### src/rtl/cag_pkg.sv
package cag_pkg;
  typedef enum logic [1:0] {
    LVL_USER   = 2'd0,
    LVL_KERNEL = 2'd1,
    LVL_HYP    = 2'd2,
    LVL_MON    = 2'd3
  } lvl_e;

  localparam logic SEL_DELEG = 1'b0;
  localparam logic SEL_PERM  = 1'b1;

  localparam logic [1:0] FLD_PRIV_ONLY = 2'd1;
  localparam logic [1:0] FLD_FULL      = 2'd3;
endpackage

### src/rtl/cag_regs.sv
module cag_regs
  import cag_pkg::*;
#(
  parameter int NUM_CP    = 14,
  parameter int DATA_W    = 32,
  parameter bit HAS_FPU   = 1'b1,
  parameter int FPU_CP_LO = 10,
  parameter int FPU_CP_HI = 11
) (
  input  logic              clk,
  input  logic              rst,
  input  logic              wr_en,
  input  logic              wr_sel,
  input  logic [DATA_W-1:0] wr_data,
  input  logic              wr_nonsec,
  input  logic [1:0]        wr_level,
  input  logic              rd_en,
  input  logic              rd_sel,
  input  logic [1:0]        rd_level,
  output logic [DATA_W-1:0] rd_data,
  output logic              acc_err,
  output logic [NUM_CP-1:0] deleg_o,
  output logic [DATA_W-1:0] perm_o
);
  function automatic logic [DATA_W-1:0] build_impl_mask();
    logic [DATA_W-1:0] m;
    m = '0;
    for (int i = 0; i < NUM_CP; i++) begin
      if (HAS_FPU || (i != FPU_CP_LO && i != FPU_CP_HI)) m[2*i +: 2] = 2'b11;
    end
    return m;
  endfunction

  localparam logic [DATA_W-1:0] IMPL_MASK = build_impl_mask();

  logic [NUM_CP-1:0] deleg_q;
  logic [DATA_W-1:0] perm_q;
  logic [DATA_W-1:0] ns_mask;
  logic [DATA_W-1:0] perm_next;
  logic              deleg_wr_ok, perm_wr_ok, wr_bad, rd_ok, rd_bad;
  lvl_e              wlvl, rlvl;

  assign wlvl = lvl_e'(wr_level);
  assign rlvl = lvl_e'(rd_level);

  assign deleg_wr_ok = wr_en && (wr_sel == SEL_DELEG) && (wlvl == LVL_MON);
  assign perm_wr_ok  = wr_en && (wr_sel == SEL_PERM) && (wlvl != LVL_USER);
  assign wr_bad      = wr_en && !deleg_wr_ok && !perm_wr_ok;
  assign rd_ok       = (rd_sel == SEL_DELEG) ? (rlvl == LVL_HYP || rlvl == LVL_MON)
                                             : (rlvl != LVL_USER);
  assign rd_bad      = rd_en && !rd_ok;

  always_comb begin
    ns_mask = '0;
    for (int i = 0; i < NUM_CP; i++) ns_mask[2*i +: 2] = {2{deleg_q[i]}};
  end

  always_comb begin
    perm_next = wr_data & IMPL_MASK;
    if (wr_nonsec) perm_next = (perm_next & ns_mask) | (perm_q & ~ns_mask);
  end

  always_ff @(posedge clk) begin
    if (rst) begin
      deleg_q <= '0;
      perm_q  <= '0;
      rd_data <= '0;
      acc_err <= 1'b0;
    end else begin
      if (deleg_wr_ok) deleg_q <= wr_data[NUM_CP-1:0];
      if (perm_wr_ok)  perm_q  <= perm_next;
      acc_err <= wr_bad || rd_bad;
      if (rd_en && rd_ok)
        rd_data <= (rd_sel == SEL_DELEG) ? DATA_W'(deleg_q) : perm_q;
      else
        rd_data <= '0;
    end
  end

  assign deleg_o = deleg_q;
  assign perm_o  = perm_q;

  // reset clears both registers
  a_r2_reset_clear: assert property (@(posedge clk)
    rst |=> (deleg_q == '0 && perm_q == '0));

  // delegation register untouched by non-monitor writes, error raised
  a_r3_deleg_guard: assert property (@(posedge clk) disable iff (rst)
    (wr_en && wr_sel == SEL_DELEG && wr_level != 2'd3) |=> ($stable(deleg_q) && acc_err));

  // user-level permission writes ignored, error raised
  a_r11_user_perm_ignored: assert property (@(posedge clk) disable iff (rst)
    (wr_en && wr_sel == SEL_PERM && wr_level == 2'd0) |=> ($stable(perm_q) && acc_err));

  // non-secure write keeps every undelegated field
  a_r6_ns_merge: assert property (@(posedge clk) disable iff (rst)
    ($past(!rst) && $past(wr_en && wr_nonsec && wr_sel == SEL_PERM))
      |-> ((perm_q & ~$past(ns_mask)) == ($past(perm_q) & ~$past(ns_mask))));
endmodule

### src/rtl/cag_check.sv
module cag_check
  import cag_pkg::*;
#(
  parameter int NUM_CP = 14,
  parameter int DATA_W = 32,
  parameter int CP_W   = 4
) (
  input  logic [NUM_CP-1:0] deleg,
  input  logic [DATA_W-1:0] perm,
  input  logic [CP_W-1:0]   cp,
  input  logic              nonsec,
  input  logic              priv,
  output logic              allow
);
  localparam int EXT_W = 1 << CP_W;

  logic [EXT_W-1:0] deleg_ext;
  logic [1:0]       fld;
  logic             in_range;

  assign deleg_ext = EXT_W'(deleg);
  assign in_range  = (int'(cp) < NUM_CP);
  assign fld       = perm[{cp, 1'b0} +: 2];

  always_comb begin
    if (!in_range)                   allow = 1'b1;
    else if (nonsec && !deleg_ext[cp]) allow = 1'b0;
    else begin
      case (fld)
        FLD_FULL:      allow = 1'b1;
        FLD_PRIV_ONLY: allow = priv;
        default:       allow = 1'b0;
      endcase
    end
  end
endmodule

### src/rtl/cop_access_guard.sv
module cop_access_guard
  import cag_pkg::*;
#(
  parameter int NUM_CP  = 14,
  parameter int DATA_W  = 32,
  parameter int CP_W    = 4,
  parameter bit HAS_FPU = 1'b1
) (
  input  logic              clk,
  input  logic              rst,
  input  logic              wr_en,
  input  logic              wr_sel,
  input  logic [DATA_W-1:0] wr_data,
  input  logic              wr_nonsec,
  input  logic [1:0]        wr_level,
  input  logic              rd_en,
  input  logic              rd_sel,
  input  logic [1:0]        rd_level,
  output logic [DATA_W-1:0] rd_data,
  output logic              acc_err,
  input  logic [CP_W-1:0]   chk_cp,
  input  logic              chk_nonsec,
  input  logic              chk_priv,
  output logic              chk_allow
);
  localparam int EXT_W = 1 << CP_W;

  logic [NUM_CP-1:0] deleg;
  logic [DATA_W-1:0] perm;
  logic [EXT_W-1:0]  deleg_ext;

  cag_regs #(
    .NUM_CP(NUM_CP), .DATA_W(DATA_W), .HAS_FPU(HAS_FPU)
  ) u_regs (
    .clk(clk), .rst(rst),
    .wr_en(wr_en), .wr_sel(wr_sel), .wr_data(wr_data),
    .wr_nonsec(wr_nonsec), .wr_level(wr_level),
    .rd_en(rd_en), .rd_sel(rd_sel), .rd_level(rd_level),
    .rd_data(rd_data), .acc_err(acc_err),
    .deleg_o(deleg), .perm_o(perm)
  );

  cag_check #(
    .NUM_CP(NUM_CP), .DATA_W(DATA_W), .CP_W(CP_W)
  ) u_check (
    .deleg(deleg), .perm(perm), .cp(chk_cp),
    .nonsec(chk_nonsec), .priv(chk_priv), .allow(chk_allow)
  );

  assign deleg_ext = EXT_W'(deleg);

  // non-secure checks of undelegated coprocessors always trap
  a_r7_ns_gate: assert property (@(posedge clk) disable iff (rst)
    (chk_nonsec && int'(chk_cp) < NUM_CP && !deleg_ext[chk_cp]) |-> !chk_allow);

  // coprocessors outside the controlled range always pass
  a_r10_passthrough: assert property (@(posedge clk) disable iff (rst)
    (int'(chk_cp) >= NUM_CP) |-> chk_allow);

  // delegation read never returns bits above the implemented range
  a_r1_deleg_upper_zero: assert property (@(posedge clk) disable iff (rst)
    ($past(!rst) && $past(rd_en && rd_sel == SEL_DELEG)) |-> (rd_data[DATA_W-1:NUM_CP] == '0));
endmodule

### config.mk
export PLATFORM = sky130hd
export DESIGN_NAME = cop_access_guard
export DESIGN_NICKNAME = d
export VERILOG_FILES = /design/src/rtl/cag_pkg.sv /design/src/rtl/cag_regs.sv /design/src/rtl/cag_check.sv /design/src/rtl/cop_access_guard.sv
export SDC_FILE = /design/constraint.sdc
export NUM_CORES = 1
export LEC_CHECK = 0
export ABC_AREA = 1
export ABC_CLOCK_PERIOD_IN_PS = 1090
export BUFFER_PORTS_ARGS = -buffer_cell sky130_fd_sc_hd__buf_2
export CAP_MARGIN = 20
export CORE_UTILIZATION = 47
export CTS_CLUSTER_SIZE = 14
export DETAILED_ROUTE_END_ITERATION = 10
export GPL_TIMING_DRIVEN = 0
export PLACE_DENSITY = 0.85
export REMOVE_ABC_BUFFERS = 1
export SLEW_MARGIN = 20
export SYNTH_ARGS = -nofsm -noshare
export SYNTH_HDL_FRONTEND = slang
export SYNTH_SLANG_ARGS = --single-unit
### constraint.sdc
create_clock -name clk -period 1.09 [get_ports clk]
set_clock_uncertainty 0.2 [all_clocks]
set_input_delay 0.109 -clock clk [delete_from_list [all_inputs] [get_ports clk]]
set_output_delay 0.109 -clock clk [all_outputs]
set_load 0.05 [all_outputs]
==> flow_metrics.py <==
metrics = {
    "global_routing": {
        "overflow": 0,
        "gr-usage-all-layers_pct": 26.8,
        "pin_count_of_the_biggest_net_entering_global_routing": 43,
        "initial_antenna_violation_count": 0,
        "grt_pass1_wl_mm": 13.5,
        "number_of_global_route_vias_before_repair": 2973,
    },
    "final_layout": {
        "final_common_cell": "nor2_1",
        "finish.net_count": 575,
        "mostFrequentLayoutCells": "nor2_1, nand2_1, dfxtp_2",
        "n_fill_cell": 382,
        "antenna-diode-count": 0,
        "final_cell_area_um2": 4530,
        "fin_util_pct": 74.7,
        "area_growth_pct": 50.1,
        "drive_above_1_share_pct": 43.5,
    },
    "synthesis": {
        "synthesis.instances": 414,
        "yosys_warnings": 0,
        "avgSynthCellArea_um2": 7.29,
        "post_synth_num_cell_types": 21,
        "synth_seq_cells": 71,
        "synth.yosys.seq_area_share_pct": 47.1,
        "syn_area_um2": 3020,
    },
    "power": {
        "netSwitchingFraction_pct": 29.1,
        "p_clk_share_pct": 36.5,
        "peakVddDrop_uv": 1210,
        "internal-power_mw": 4.09,
        "power.leakage_nw": 1.90,
        "power.switching_mw": 1.68,
        "power.total_mw": 5.77,
        "seqPwrFrac_pct": 47.6,
        "power.density_nw_per_um2": 1270,
        "comb_power_share_pct": 16.0,
    },
    "sta": {
        "final_hold_viol_count": 18,
        "final_max_slew_viol_count": 0,
        "setup_viol": 44,
        "setup_ws_ps": -884,
        "hold-worst-slack_ps": -84.6,
        "fmax_ghz": 0.507,
        "period_share_pct": 181,
        "final_period_minus_worst_setup_slack_ps": 1970,
        "grt_setup_unrepaired": "true",
    },
    "placed_design": {
        "gp_congestion": 0.860,
        "number_of_buffer_cells_added_on_primary_ports": 74,
        "dpl_cell_area_um2": 3340,
        "place_hpwl_mm": 5.08,
    },
    "floorplan": {
        "die_height_um": 82.1,
        "core-area_um2": 6060,
        "top_level_ports": 83,
        "floorplan.initialDensity_pct": 49.8,
        "die_area_um2": 6740,
        "dieWidth_um": 82.1,
        "rows": 28,
    },
    "clock_network": {
        "clock_latency_on_the_worst_skew_pair_ps": 360,
        "holdBufCountCts": 31,
        "tritoncts_num_sinks": 71,
        "htree_levels": 3,
        "clk_pin_slew_worst_paths_ps": 80,
        "cts-buffers-inserted": 9,
        "tritoncts": "yes",
        "clock-root-buffer": "clkbuf_8",
        "clk_path_buf_depth": 2,
    },
    "critical_path": {
        "crit_chain": "nand2_1 > nand3_1 > nand3_1 > nand3_1 > nand2_1 > nand2_1 > nand3_1 > nand2_1 > buf_6",
        "cp_slowest_cell": "dfxtp_1",
        "setup.worst_path.start": "u_regs.perm_o[11]$_SDFFE_PP0P_",
        "end_kind": "primary output",
        "crit_required_ps": 780,
        "max_stage_delay_ps": 380,
        "critical_path.reg2reg.startpoint": "u_regs.deleg_o[11]$_SDFFE_PP0P_",
        "rrSetupSlack_ps": -100,
        "setup.worst_path.start_class": "register",
        "cp_data_arrival_time_ps": 1660,
        "path_class": "reg -> out",
        "crit_fanout": 3,
    },
    "outcome": {
        "run_status": "finished with violations",
        "violations": "hold timing, setup timing",
    },
    "drt": {
        "route.vias.total": 3415,
        "drt-initial-drc-count": 403,
        "firstDrtPassIters": 6,
        "antenna_violating_nets_post_route": 0,
        "routed_via_density": 5.64,
        "remaining_drc_errors": 0,
        "wl_per_cell_um": 16.7,
        "route.final.wire_length_mm": 10.1,
    },
    "flow_run": {
        "timing.max_cap.violations": 0,
    },
    "hold_path": {
        "hold_start": "rd_sel",
        "hold_class": "in -> reg",
    },
}
==> cell families after synthesis <==
| kind of cell | count (synthesis) | synth area share [%] |
|---|---|---|
| other | 1 | 0.124 |
| AOI/OAI and AO/OA | 109 | 19.8 |
| DFF | 71 | 47.1 |
| buffers and inverters | 72 | 11.5 |
| and+or+nand+nor | 161 | 21.5 |
==> per-layer routing <==
metal	share of wire (%)	GRT usage [%]
met5	0	0
met1	37	30.4
met4	4.2	12.8
met3	8.8	7.58
met2	50	46.4
==> stage by stage <==
| step | worst slack, ps | std cells | setup TNS (ps) |
|---|---|---|---|
| floorplan | -320 | 395 | -609 |
| global placement | -735 | 544 | -31160 |
| detailed placement | -772 | 544 | -34940 |
| CTS | -707 | 597 | -2950 |
| global route | -935 | 606 | -4650 |
| finish | -884 | 606 | -3040 |
==> repair_timing <==
action | 4_1_cts | 5_1_grt
buffers inserted | 6 | 8
resized for setup | 141 | 90
cloned | 0 | 1
pin swaps | 25 | 25
setup endpoints to repair | 100 | 101
hold endpoints to repair | 47 | 10
==> worst max-delay path, delay by kind of cell (launching register included) <==
family	cells	cell delay [ps]
buf+inv	1	170
flops	1	380
simple gates	8	750
==> flip-flops by register name, indices dropped and copies added (netlist names) <==
| register | count |
|---|---|
| u_regs.acc_err | 1 |
| u_regs.rd_data | 28 |
| u_regs.perm_o | 28 |
| u_regs.deleg_o | 14 |
==> power by group through the flow <==
stage | Combinational (mW) | Sequential [mW] | Clock [mW]
global route | 0.984 | 2.75 | 2.22
CTS | 0.775 | 2.73 | 2.08
floorplan | 0.351 | 2.81 | 0
detailed placement | 0.629 | 2.78 | 0
finish | 0.921 | 2.74 | 2.10
global placement | 0.612 | 2.77 | 0
==> cell usage after synthesis <==
cell / count / area share, %
nor2_1: 77 / 9.6
dfxtp_1: 71 / 47
nand2_1: 59 / 7.3
a21oi_1: 44 / 7.3
inv_1: 42 / 5.2
o21ai_0: 42 / 7.0
nand3_1: 21 / 3.5
a21oi_2: 10 / 2.9
o21ai_1: 8 / 1.3
buf_2: 7 / 1.2
inv_2: 7 / 0.87
buf_6: 6 / 2.2
buf_4: 4 / 1.0
clkbuf_1: 4 / 0.50
o211ai_1: 4 / 1.0
nor2_2: 2 / 0.41
nor3_2: 2 / 0.66
a32oi_1: 1 / 0.29
buf_1: 1 / 0.12
conb_1: 1 / 0.12
inv_8: 1 / 0.37
==> layout make-up <==
type	count	area, um2	area share, %
flip-flops and latches	71	1490	33.0
multi-input cells	274	1440	31.8
repair buffers	119	1100	24.3
inverters	50	204	4.50
clock buffers	10	128	2.82
well taps	75	93.8	2.07
clock inverters	6	61.3	1.35
repair inverters	1	7.51	0.166
==> worst paths after layout <==
path | cells past startpoint | endpoint
setup reg to reg | 6 | u_regs.perm_o[23]$_SDFFE_PP0P_
hold reg to reg | 2 | u_regs.rd_data[21]$_SDFF_PP0_
setup / recovery | 9 | chk_allow
hold / removal | 3 | u_regs.rd_data[7]$_SDFF_PP0_
No activity file was read; power rests on OpenSTA's default activity.
